**src/rtl/vrr_vtg_pkg.sv**
```systemverilog
package vrr_vtg_pkg;
  localparam int ADDR_W = 4;
  localparam int NUM_FIELDS = 7;

  // field index equals its register address
  typedef enum logic [ADDR_W-1:0] {
    RA_ACTIVE = 4'd0,
    RA_MINLEN = 4'd1,
    RA_MAXLEN = 4'd2,
    RA_FLIP   = 4'd3,
    RA_GUARD  = 4'd4,
    RA_SYNC_S = 4'd5,
    RA_SYNC_E = 4'd6,
    RA_CTRL   = 4'd7,
    RA_PUSH   = 4'd8
  } reg_addr_e;

  localparam int CTRL_VAR_BIT  = 0;
  localparam int CTRL_FLIP_BIT = 1;
  localparam int PUSH_EN_BIT   = 0;
  localparam int PUSH_SEND_BIT = 1;
endpackage

```
**src/rtl/vrr_cfg_regs.sv**
```systemverilog
module vrr_cfg_regs
  import vrr_vtg_pkg::*;
#(
  parameter int LW = 12,
  parameter int DW = 16,
  parameter int RST_ACTIVE = 4,
  parameter int RST_LEN_M1 = 9,
  parameter int RST_GUARD = 3,
  parameter int RST_SYNC_S = 2,
  parameter int RST_SYNC_E = 0
) (
  input  logic                           clk,
  input  logic                           rst_n,
  input  logic                           wr_en,
  input  logic [ADDR_W-1:0]              wr_addr,
  input  logic [DW-1:0]                  wr_data,
  input  logic                           latch,
  input  logic                           consume,
  output logic [NUM_FIELDS-1:0][LW-1:0]  live_fields,
  output logic                           var_en_live,
  output logic                           flip_en_live,
  output logic                           push_en,
  output logic                           push_send
);
  localparam logic [LW-1:0] RST_VAL [NUM_FIELDS] = '{
    LW'(RST_ACTIVE), LW'(RST_LEN_M1), LW'(RST_LEN_M1), LW'(RST_LEN_M1),
    LW'(RST_GUARD), LW'(RST_SYNC_S), LW'(RST_SYNC_E)
  };

  logic [NUM_FIELDS-1:0][LW-1:0] shadow;
  logic [1:0] ctrl_shadow, ctrl_live;
  logic wr_push, wr_ctrl;

  assign wr_push = wr_en && (wr_addr == RA_PUSH);
  assign wr_ctrl = wr_en && (wr_addr == RA_CTRL);

  for (genvar i = 0; i < NUM_FIELDS; i++) begin : g_field
    always_ff @(posedge clk or negedge rst_n) begin
      if (!rst_n) begin
        shadow[i]      <= RST_VAL[i];
        live_fields[i] <= RST_VAL[i];
      end else begin
        if (wr_en && wr_addr == ADDR_W'(i)) shadow[i] <= wr_data[LW-1:0];
        if (latch) live_fields[i] <= shadow[i];
      end
    end
  end

  always_ff @(posedge clk or negedge rst_n) begin
    if (!rst_n) begin
      ctrl_shadow <= '0;
      ctrl_live   <= '0;
    end else begin
      if (wr_ctrl) ctrl_shadow <= wr_data[1:0];
      if (latch) ctrl_live <= ctrl_shadow;
    end
  end

  assign var_en_live  = ctrl_live[CTRL_VAR_BIT];
  assign flip_en_live = ctrl_live[CTRL_FLIP_BIT];

  always_ff @(posedge clk or negedge rst_n) begin
    if (!rst_n) begin
      push_en   <= 1'b0;
      push_send <= 1'b0;
    end else if (wr_push) begin
      push_en   <= wr_data[PUSH_EN_BIT];
      push_send <= wr_data[PUSH_EN_BIT] &
                   (wr_data[PUSH_SEND_BIT] | (push_send & ~consume));
    end else if (consume) begin
      push_send <= 1'b0;
    end
  end
endmodule

```
**src/rtl/vrr_line_ctr.sv**
```systemverilog
module vrr_line_ctr #(
  parameter int LW = 12
) (
  input  logic          clk,
  input  logic          rst_n,
  input  logic          tick,
  input  logic [LW-1:0] min_m1,
  input  logic [LW-1:0] max_m1,
  input  logic [LW-1:0] flip_m1,
  input  logic [LW-1:0] guard,
  input  logic          flip_en,
  input  logic          var_en,
  input  logic          push_req,
  output logic [LW-1:0] line_q,
  output logic          tail_q,
  output logic [LW:0]   end_q,
  output logic          decide,
  output logic          latch_q,
  output logic          fs_q,
  output logic          live_q
);
  localparam int CW = LW + 1;

  logic [CW-1:0] nxt, min_t, max_t, flip_t, early_t, b_early, b_late;
  logic wrap;

  assign nxt     = CW'(line_q) + CW'(1);
  assign min_t   = CW'(min_m1) + CW'(1);
  assign max_t   = CW'(max_m1) + CW'(1);
  assign flip_t  = CW'(flip_m1) + CW'(1);
  assign early_t = (flip_en && flip_t > min_t) ? flip_t : min_t;
  assign b_early = early_t - CW'(guard);
  assign b_late  = max_t - CW'(guard);

  assign decide = tick && !tail_q &&
                  (nxt >= b_late || (push_req && nxt >= b_early));
  assign wrap   = tick && tail_q && nxt >= end_q;

  always_ff @(posedge clk or negedge rst_n) begin
    if (!rst_n) begin
      line_q  <= '0;
      tail_q  <= 1'b0;
      end_q   <= '0;
      latch_q <= 1'b0;
      fs_q    <= 1'b0;
      live_q  <= 1'b0;
    end else begin
      latch_q <= decide;
      fs_q    <= wrap;
      if (wrap) begin
        line_q <= '0;
        tail_q <= 1'b0;
        live_q <= var_en;
      end else if (tick) begin
        line_q <= line_q + LW'(1);
      end
      if (decide) begin
        tail_q <= 1'b1;
        end_q  <= nxt + CW'(guard);
      end
    end
  end
endmodule

```
**src/rtl/vrr_out_dec.sv**
```systemverilog
module vrr_out_dec #(
  parameter int LW = 12
) (
  input  logic          clk,
  input  logic          rst_n,
  input  logic          decide,
  input  logic [LW-1:0] sync_s,
  input  logic [LW-1:0] sync_e,
  input  logic [LW-1:0] active_lines,
  input  logic [LW-1:0] line_q,
  input  logic          tail_q,
  input  logic [LW:0]   end_q,
  output logic          vactive,
  output logic          vblank,
  output logic          vsync
);
  logic [LW-1:0] ss_q, se_q;
  logic [LW:0] remain;

  always_ff @(posedge clk or negedge rst_n) begin
    if (!rst_n) begin
      ss_q <= '0;
      se_q <= '0;
    end else if (decide) begin
      ss_q <= sync_s;
      se_q <= sync_e;
    end
  end

  assign remain  = end_q - (LW+1)'(line_q);
  assign vactive = line_q < active_lines;
  assign vblank  = tail_q;
  assign vsync   = tail_q && remain <= (LW+1)'(ss_q) && remain > (LW+1)'(se_q);
endmodule

```
**src/rtl/vrr_vtg.sv**
```systemverilog
module vrr_vtg
  import vrr_vtg_pkg::*;
#(
  parameter int LW = 12,
  parameter int DW = 16,
  parameter int RST_ACTIVE = 4,
  parameter int RST_LEN_M1 = 9,
  parameter int RST_GUARD = 3,
  parameter int RST_SYNC_S = 2,
  parameter int RST_SYNC_E = 0
) (
  input  logic              clk,
  input  logic              rst_n,
  input  logic              line_tick,
  input  logic              cfg_wr_en,
  input  logic [ADDR_W-1:0] cfg_addr,
  input  logic [DW-1:0]     cfg_wdata,
  output logic [LW-1:0]     line_o,
  output logic              vactive,
  output logic              vblank,
  output logic              vsync,
  output logic              frame_start,
  output logic              latch_pulse,
  output logic              vrr_live,
  output logic              push_pending
);
  logic [NUM_FIELDS-1:0][LW-1:0] fld;
  logic var_en, flip_en, push_en, push_send, push_req, decide, tail;
  logic [LW:0] end_line;

  assign push_req     = vrr_live & push_en & push_send;
  assign push_pending = push_send;

  vrr_cfg_regs #(
    .LW(LW), .DW(DW), .RST_ACTIVE(RST_ACTIVE), .RST_LEN_M1(RST_LEN_M1),
    .RST_GUARD(RST_GUARD), .RST_SYNC_S(RST_SYNC_S), .RST_SYNC_E(RST_SYNC_E)
  ) u_cfg (
    .clk(clk), .rst_n(rst_n), .wr_en(cfg_wr_en), .wr_addr(cfg_addr),
    .wr_data(cfg_wdata), .latch(decide), .consume(decide & push_req),
    .live_fields(fld), .var_en_live(var_en), .flip_en_live(flip_en),
    .push_en(push_en), .push_send(push_send)
  );

  vrr_line_ctr #(.LW(LW)) u_ctr (
    .clk(clk), .rst_n(rst_n), .tick(line_tick),
    .min_m1(fld[RA_MINLEN]), .max_m1(fld[RA_MAXLEN]), .flip_m1(fld[RA_FLIP]),
    .guard(fld[RA_GUARD]), .flip_en(flip_en), .var_en(var_en),
    .push_req(push_req), .line_q(line_o), .tail_q(tail), .end_q(end_line),
    .decide(decide), .latch_q(latch_pulse), .fs_q(frame_start),
    .live_q(vrr_live)
  );

  vrr_out_dec #(.LW(LW)) u_dec (
    .clk(clk), .rst_n(rst_n), .decide(decide),
    .sync_s(fld[RA_SYNC_S]), .sync_e(fld[RA_SYNC_E]),
    .active_lines(fld[RA_ACTIVE]), .line_q(line_o), .tail_q(tail),
    .end_q(end_line), .vactive(vactive), .vblank(vblank), .vsync(vsync)
  );
endmodule

```
**config.mk**
```make
export PLATFORM = sky130hd
export DESIGN_NAME = vrr_vtg
export DESIGN_NICKNAME = d
export VERILOG_FILES = /design/src/rtl/vrr_vtg_pkg.sv /design/src/rtl/vrr_cfg_regs.sv /design/src/rtl/vrr_line_ctr.sv /design/src/rtl/vrr_out_dec.sv /design/src/rtl/vrr_vtg.sv
export SDC_FILE = /design/constraint.sdc
export NUM_CORES = 1
export LEC_CHECK = 0
export BUFFER_PORTS_ARGS = -buffer_cell sky130_fd_sc_hd__buf_2
export CELL_PAD_IN_SITES_DETAIL_PLACEMENT = 0
export CELL_PAD_IN_SITES_GLOBAL_PLACEMENT = 2
export CORE_MARGIN = 5
export CORE_UTILIZATION = 48
export CTS_BUF_LIST = sky130_fd_sc_hd__clkbuf_4
export DETAILED_ROUTE_END_ITERATION = 6
export PLACE_DENSITY_LB_ADDON = 0.1
export SETUP_SLACK_MARGIN = 0.02
export SLEW_MARGIN = 10
export SYNTH_ARGS = -nofsm -noshare
export SYNTH_HDL_FRONTEND = slang
export SYNTH_SLANG_ARGS = --single-unit
```
**constraint.sdc**
```tcl
create_clock -name clk -period 16.6 [get_ports clk]
set_input_delay 0.83 -clock clk [delete_from_list [all_inputs] [get_ports clk]]
set_output_delay 0.83 -clock clk [all_outputs]
set_load 0.01 [all_outputs]
```
==> flow_summary_export.csv <==
group,metric,value,unit
power_and_ir_drop,internal_power,1.79,mW
grt,grt_max_degree,113,
grt,track_usage,20.2,%
clock_tree,clk_pin_slew,0.07,ns
placed_design,hpwlAfterDp,23.0,mm
power_and_ir_drop,finalPower,3.04,mW
power_and_ir_drop,combPwrFrac,54.6,%
die,core,28700,sq um
clock_tree,cts_sinks,227,
critical_path,timing.critical_path.mode_cell,"a21oi_1",
power_and_ir_drop,switching_power,1.25,mW
route,final_antenna_net_count,0,
job,drv_cap,0,
worst_hold_path,hold_path.class,"in2async",
grt,grt_pass1_vias,9497,
power_and_ir_drop,seqPwrFrac,27.9,%
route,wirelength,32.5,mm
critical_path,start_kind,"flip-flop",
timing,fin_skew,0.0815,ns
timing,hold_ws,0.204,ns
status,status,"completed",
critical_path,worstPathMaxFanout,63,
critical_path,critical_path_class,"reg2reg",
placed_design,gp_congestion,0.850,
logic_synthesis,syn_area,13900,sq um
timing,post-route-min-period,7.64,ns
final_layout,drive_gt1_share,28.7,%
route,drc,0,
clock_tree,cts_buffer_depth,3,
grt,antenna_found_initial,4,
clock_tree,cts_root_buffer,"clkbuf_4",
timing,final-setup-viol-count,0,
route,avgRoutedWirePerCell,18.9,um
timing,fmax,0.131,GHz
logic_synthesis,seq_area_frac_synth,41.0,%
logic_synthesis,post_synth_num_cell_types,65,
logic_synthesis,ys.flop_type,"dfrtp_1",
die,rows,62,
logic_synthesis,ys_seq_elements,227,
route,first_pass_iters,4,
timing,final.setup.tns,0,ns
die,io_pins,43,
logic_synthesis,syn-num-nets,1377,
timing,slew_viol_final,0,
logic_synthesis,synth-async-reset-ratio,100,%
placed_design,placed_area,14500,sq um
power_and_ir_drop,swShare,41.0,%
grt,grt_pass1_wl,52.2,mm
critical_path,cpMaxStageDelayCell,"buf_4",
timing,rsz0062_at_grt,"no",
critical_path,critPathArrivalTime,8.17,ns
logic_synthesis,synth-edff-count,0,
grt,overflow,0,
clock_tree,tritoncts,"yes",
critical_path,cp.required,17.13,ns
route,vias,9168,
die,fp.dieH,180,um
critical_path,critPathCaptureType,"flip-flop",
final_layout,post-route-util,53.4,%
route,drt_iter0_markers,516,
final_layout,area_growth,10.2,%
critical_path,crit_family,"compound AO/OA/AOI/OAI gates",
logic_synthesis,ys_warn_count,0,
route,viasPerCell,5.33,
die,die_area,32500,sq um
power_and_ir_drop,power_density,198,nW/um^2
placed_design,portBuffers,38,
power_and_ir_drop,p_clk_share,17.5,%
critical_path,r2r_slack,8.96,ns
logic_synthesis,avgSynthCellArea,11.6,sq um
clock_tree,cts_resized,0,
die,die_x,180,um
timing,timing.final.crit_share,46.0,%
clock_tree,cts_setup_buffers,0,
clock_tree,ctsHoldBuffers,0,
power_and_ir_drop,vdd_drop_max,0.0860,mV
clock_tree,clkLatencyLatePin,0.69,ns
clock_tree,htree_num_levels,3,
die,start_util,48.5,%
timing,worstMarginPinSlew,1.21,ns
timing,final_hold_viol_count,0,
critical_path,cp_num_buf_inv,2,
timing,slew_headroom,19.0,%
power_and_ir_drop,power_leakage,7.29,nW
clock_tree,cts_made_buffers,67,
logic_synthesis,synthCells,1198,
final_layout,stdcell_area,15300,sq um
critical_path,max_stage_delay,0.73,ns
final_layout,final_net_count,1465,
final_layout,fillCellCount,2621,
==> per-layer routing <==
metal  up-vias  wire length (um)  part of all wire [%]  global-route usage (%)
met5         -                 0                     0                       0
met4         0               521                   1.6                    5.69
met3        41              1740                   5.4                    3.55
met2       155             14500                    45                    31.6
met1      4458             15700                    48                    29.1
li1       4514                 -                     -                       -
==> metrics by stage <==
| stage | setup WS [ns] | instances |
|---|---|---|
| after floorplan | 10.65 | 1198 |
| after global placement | 9.00 | 1601 |
| after detailed placement | 8.93 | 1601 |
| after CTS | 8.92 | 1717 |
| after global routing | 8.41 | 1719 |
| final | 8.96 | 1720 |
==> path summary, 6_finish.rpt <==
path | end | cells past startpoint | start
max in group asynchronous | u_cfg.shadow[9] | 2 | rst_n
hold / removal | u_cfg.live_fields[8] | 1 | rst_n
hold reg to reg | u_cfg.live_fields[9] | 1 | u_cfg.shadow[9]
setup reg to reg | u_dec.ss_q[1] | 27 | u_cfg.live_fields[36]
min in group clk | u_cfg.live_fields[9] | 1 | u_cfg.shadow[9]
setup / recovery | u_dec.ss_q[1] | 27 | u_cfg.live_fields[36]
==> worst register-to-register path: stages, from the launching register on <==
cell       delay, ns
dfstp_2         0.62
ha_1            0.21
nand3_1         0.14
or3_1           0.39
xnor2_1         0.18
ha_1            0.32
nand4_1         0.13
o41ai_1         0.35
a21oi_1         0.07
o21ai_1         0.18
mux2_2          0.42
fa_1            0.45
a21o_1          0.20
a21oi_1         0.23
nor2b_1         0.07
o21ai_0         0.22
a31oi_1         0.18
a31oi_1         0.24
xor2_1          0.12
ha_1            0.31
and4_1          0.23
a21oi_1         0.08
o2111ai_1       0.08
a21oi_1         0.06
o22a_1          0.26
inv_6           0.61
buf_4           0.83
mux2_4          0.36
==> logic make-up after synthesis <==
kind of cell,after synthesis,share of synthesized area [%]
adders and majority gates,155,14.1
and+or+nand+nor,210,7.71
buffers and inverters,130,4.15
muxes,218,20.0
AOI/OAI and AO/OA,196,9.15
DFF,227,41.0
xor gates and xnor gates,62,3.90
==> state kept, by name, summed over array words and instances (netlist names) <==
name,count
u_ctr.tail_q,1
u_cfg.ctrl_shadow,2
u_ctr.latch_q,1
u_dec.ss_q,12
u_cfg.push_en,1
u_cfg.live_fields,84
u_ctr.live_q,1
u_cfg.shadow,84
u_cfg.push_send,1
u_ctr.end_q,13
u_ctr.fs_q,1
u_cfg.ctrl_live,2
u_ctr.line_q,12
u_dec.se_q,12
==> power by group through the flow <==
| stage | combinational [mW] | clock, mW | sequential, mW |
|---|---|---|---|
| floorplan | 1.28 | 0 | 0.818 |
| finish | 1.66 | 0.531 | 0.846 |
| global route | 1.90 | 0.586 | 0.868 |
| detailed placement | 1.66 | 0 | 0.856 |
| CTS | 1.67 | 0.554 | 0.847 |
| global placement | 1.64 | 0 | 0.851 |
==> layout make-up <==
cell class              instances  area (sq um)  area share, %
multi-input cells             841          7650           49.9
repair buffers                 46           260           1.70
clock buffers                  94           706           4.60
inverters                     103           392           2.55
clock inverters                22           139          0.906
well taps                     384           480           3.13
flip-flops and latches        227          5710           37.2
diodes                          3          7.51         0.0489
==> cell usage in the layout (no fill, tap or decap), types with 5 or more instances in the layout <==
cell,instances
o21ai_0,35
mux2_2,115
o21bai_1,6
a22o_1,6
buf_4,8
o21a_1,11
nand4_1,12
and3_1,12
o22ai_1,7
inv_1,102
nor3_1,13
clkinv_1,14
dfstp_2,20
nand2b_1,9
and4_1,6
nand3_1,30
dfrtp_1,207
buf_2,37
a211oi_1,9
xor2_1,25
nor2_1,59
mux2i_1,12
inv_6,5
a31oi_1,6
nand2_1,30
a21oi_1,57
xnor2_1,37
clkbuf_4,94
a21o_1,26
mux2_4,90
ha_1,151
nor2b_1,17
==> synth_stat cells, types with 4 or more instances <==
cell / count / area (sq um)
dfstp_2: 20 / 526
clkbuf_1: 8 / 30.0
a211oi_1: 9 / 67.6
nand2b_1: 9 / 56.3
nand2_1: 30 / 113
o21ai_0: 35 / 175
o22ai_1: 7 / 43.8
nor3b_1: 4 / 30.0
o21a_1: 11 / 82.6
inv_1: 102 / 383
ha_1: 151 / 1890
and4_1: 6 / 52.6
a31oi_1: 6 / 37.5
xor2_1: 25 / 219
nor2_1: 59 / 221
mux2i_1: 12 / 120
a22o_1: 6 / 52.6
dfrtp_1: 207 / 5180
nor2b_1: 17 / 106
and3_1: 12 / 75.1
nor3_1: 13 / 65.1
o21bai_1: 6 / 45.0
o211ai_1: 4 / 30.0
fa_1: 4 / 80.1
buf_1: 5 / 18.8
xnor2_1: 37 / 324
a21oi_1: 57 / 285
nand4_1: 12 / 75.1
buf_6: 10 / 113
mux2_4: 90 / 1350
a21o_1: 26 / 195
mux2_2: 115 / 1290
nand3_1: 30 / 150
(Power assumes the default switching activity.)
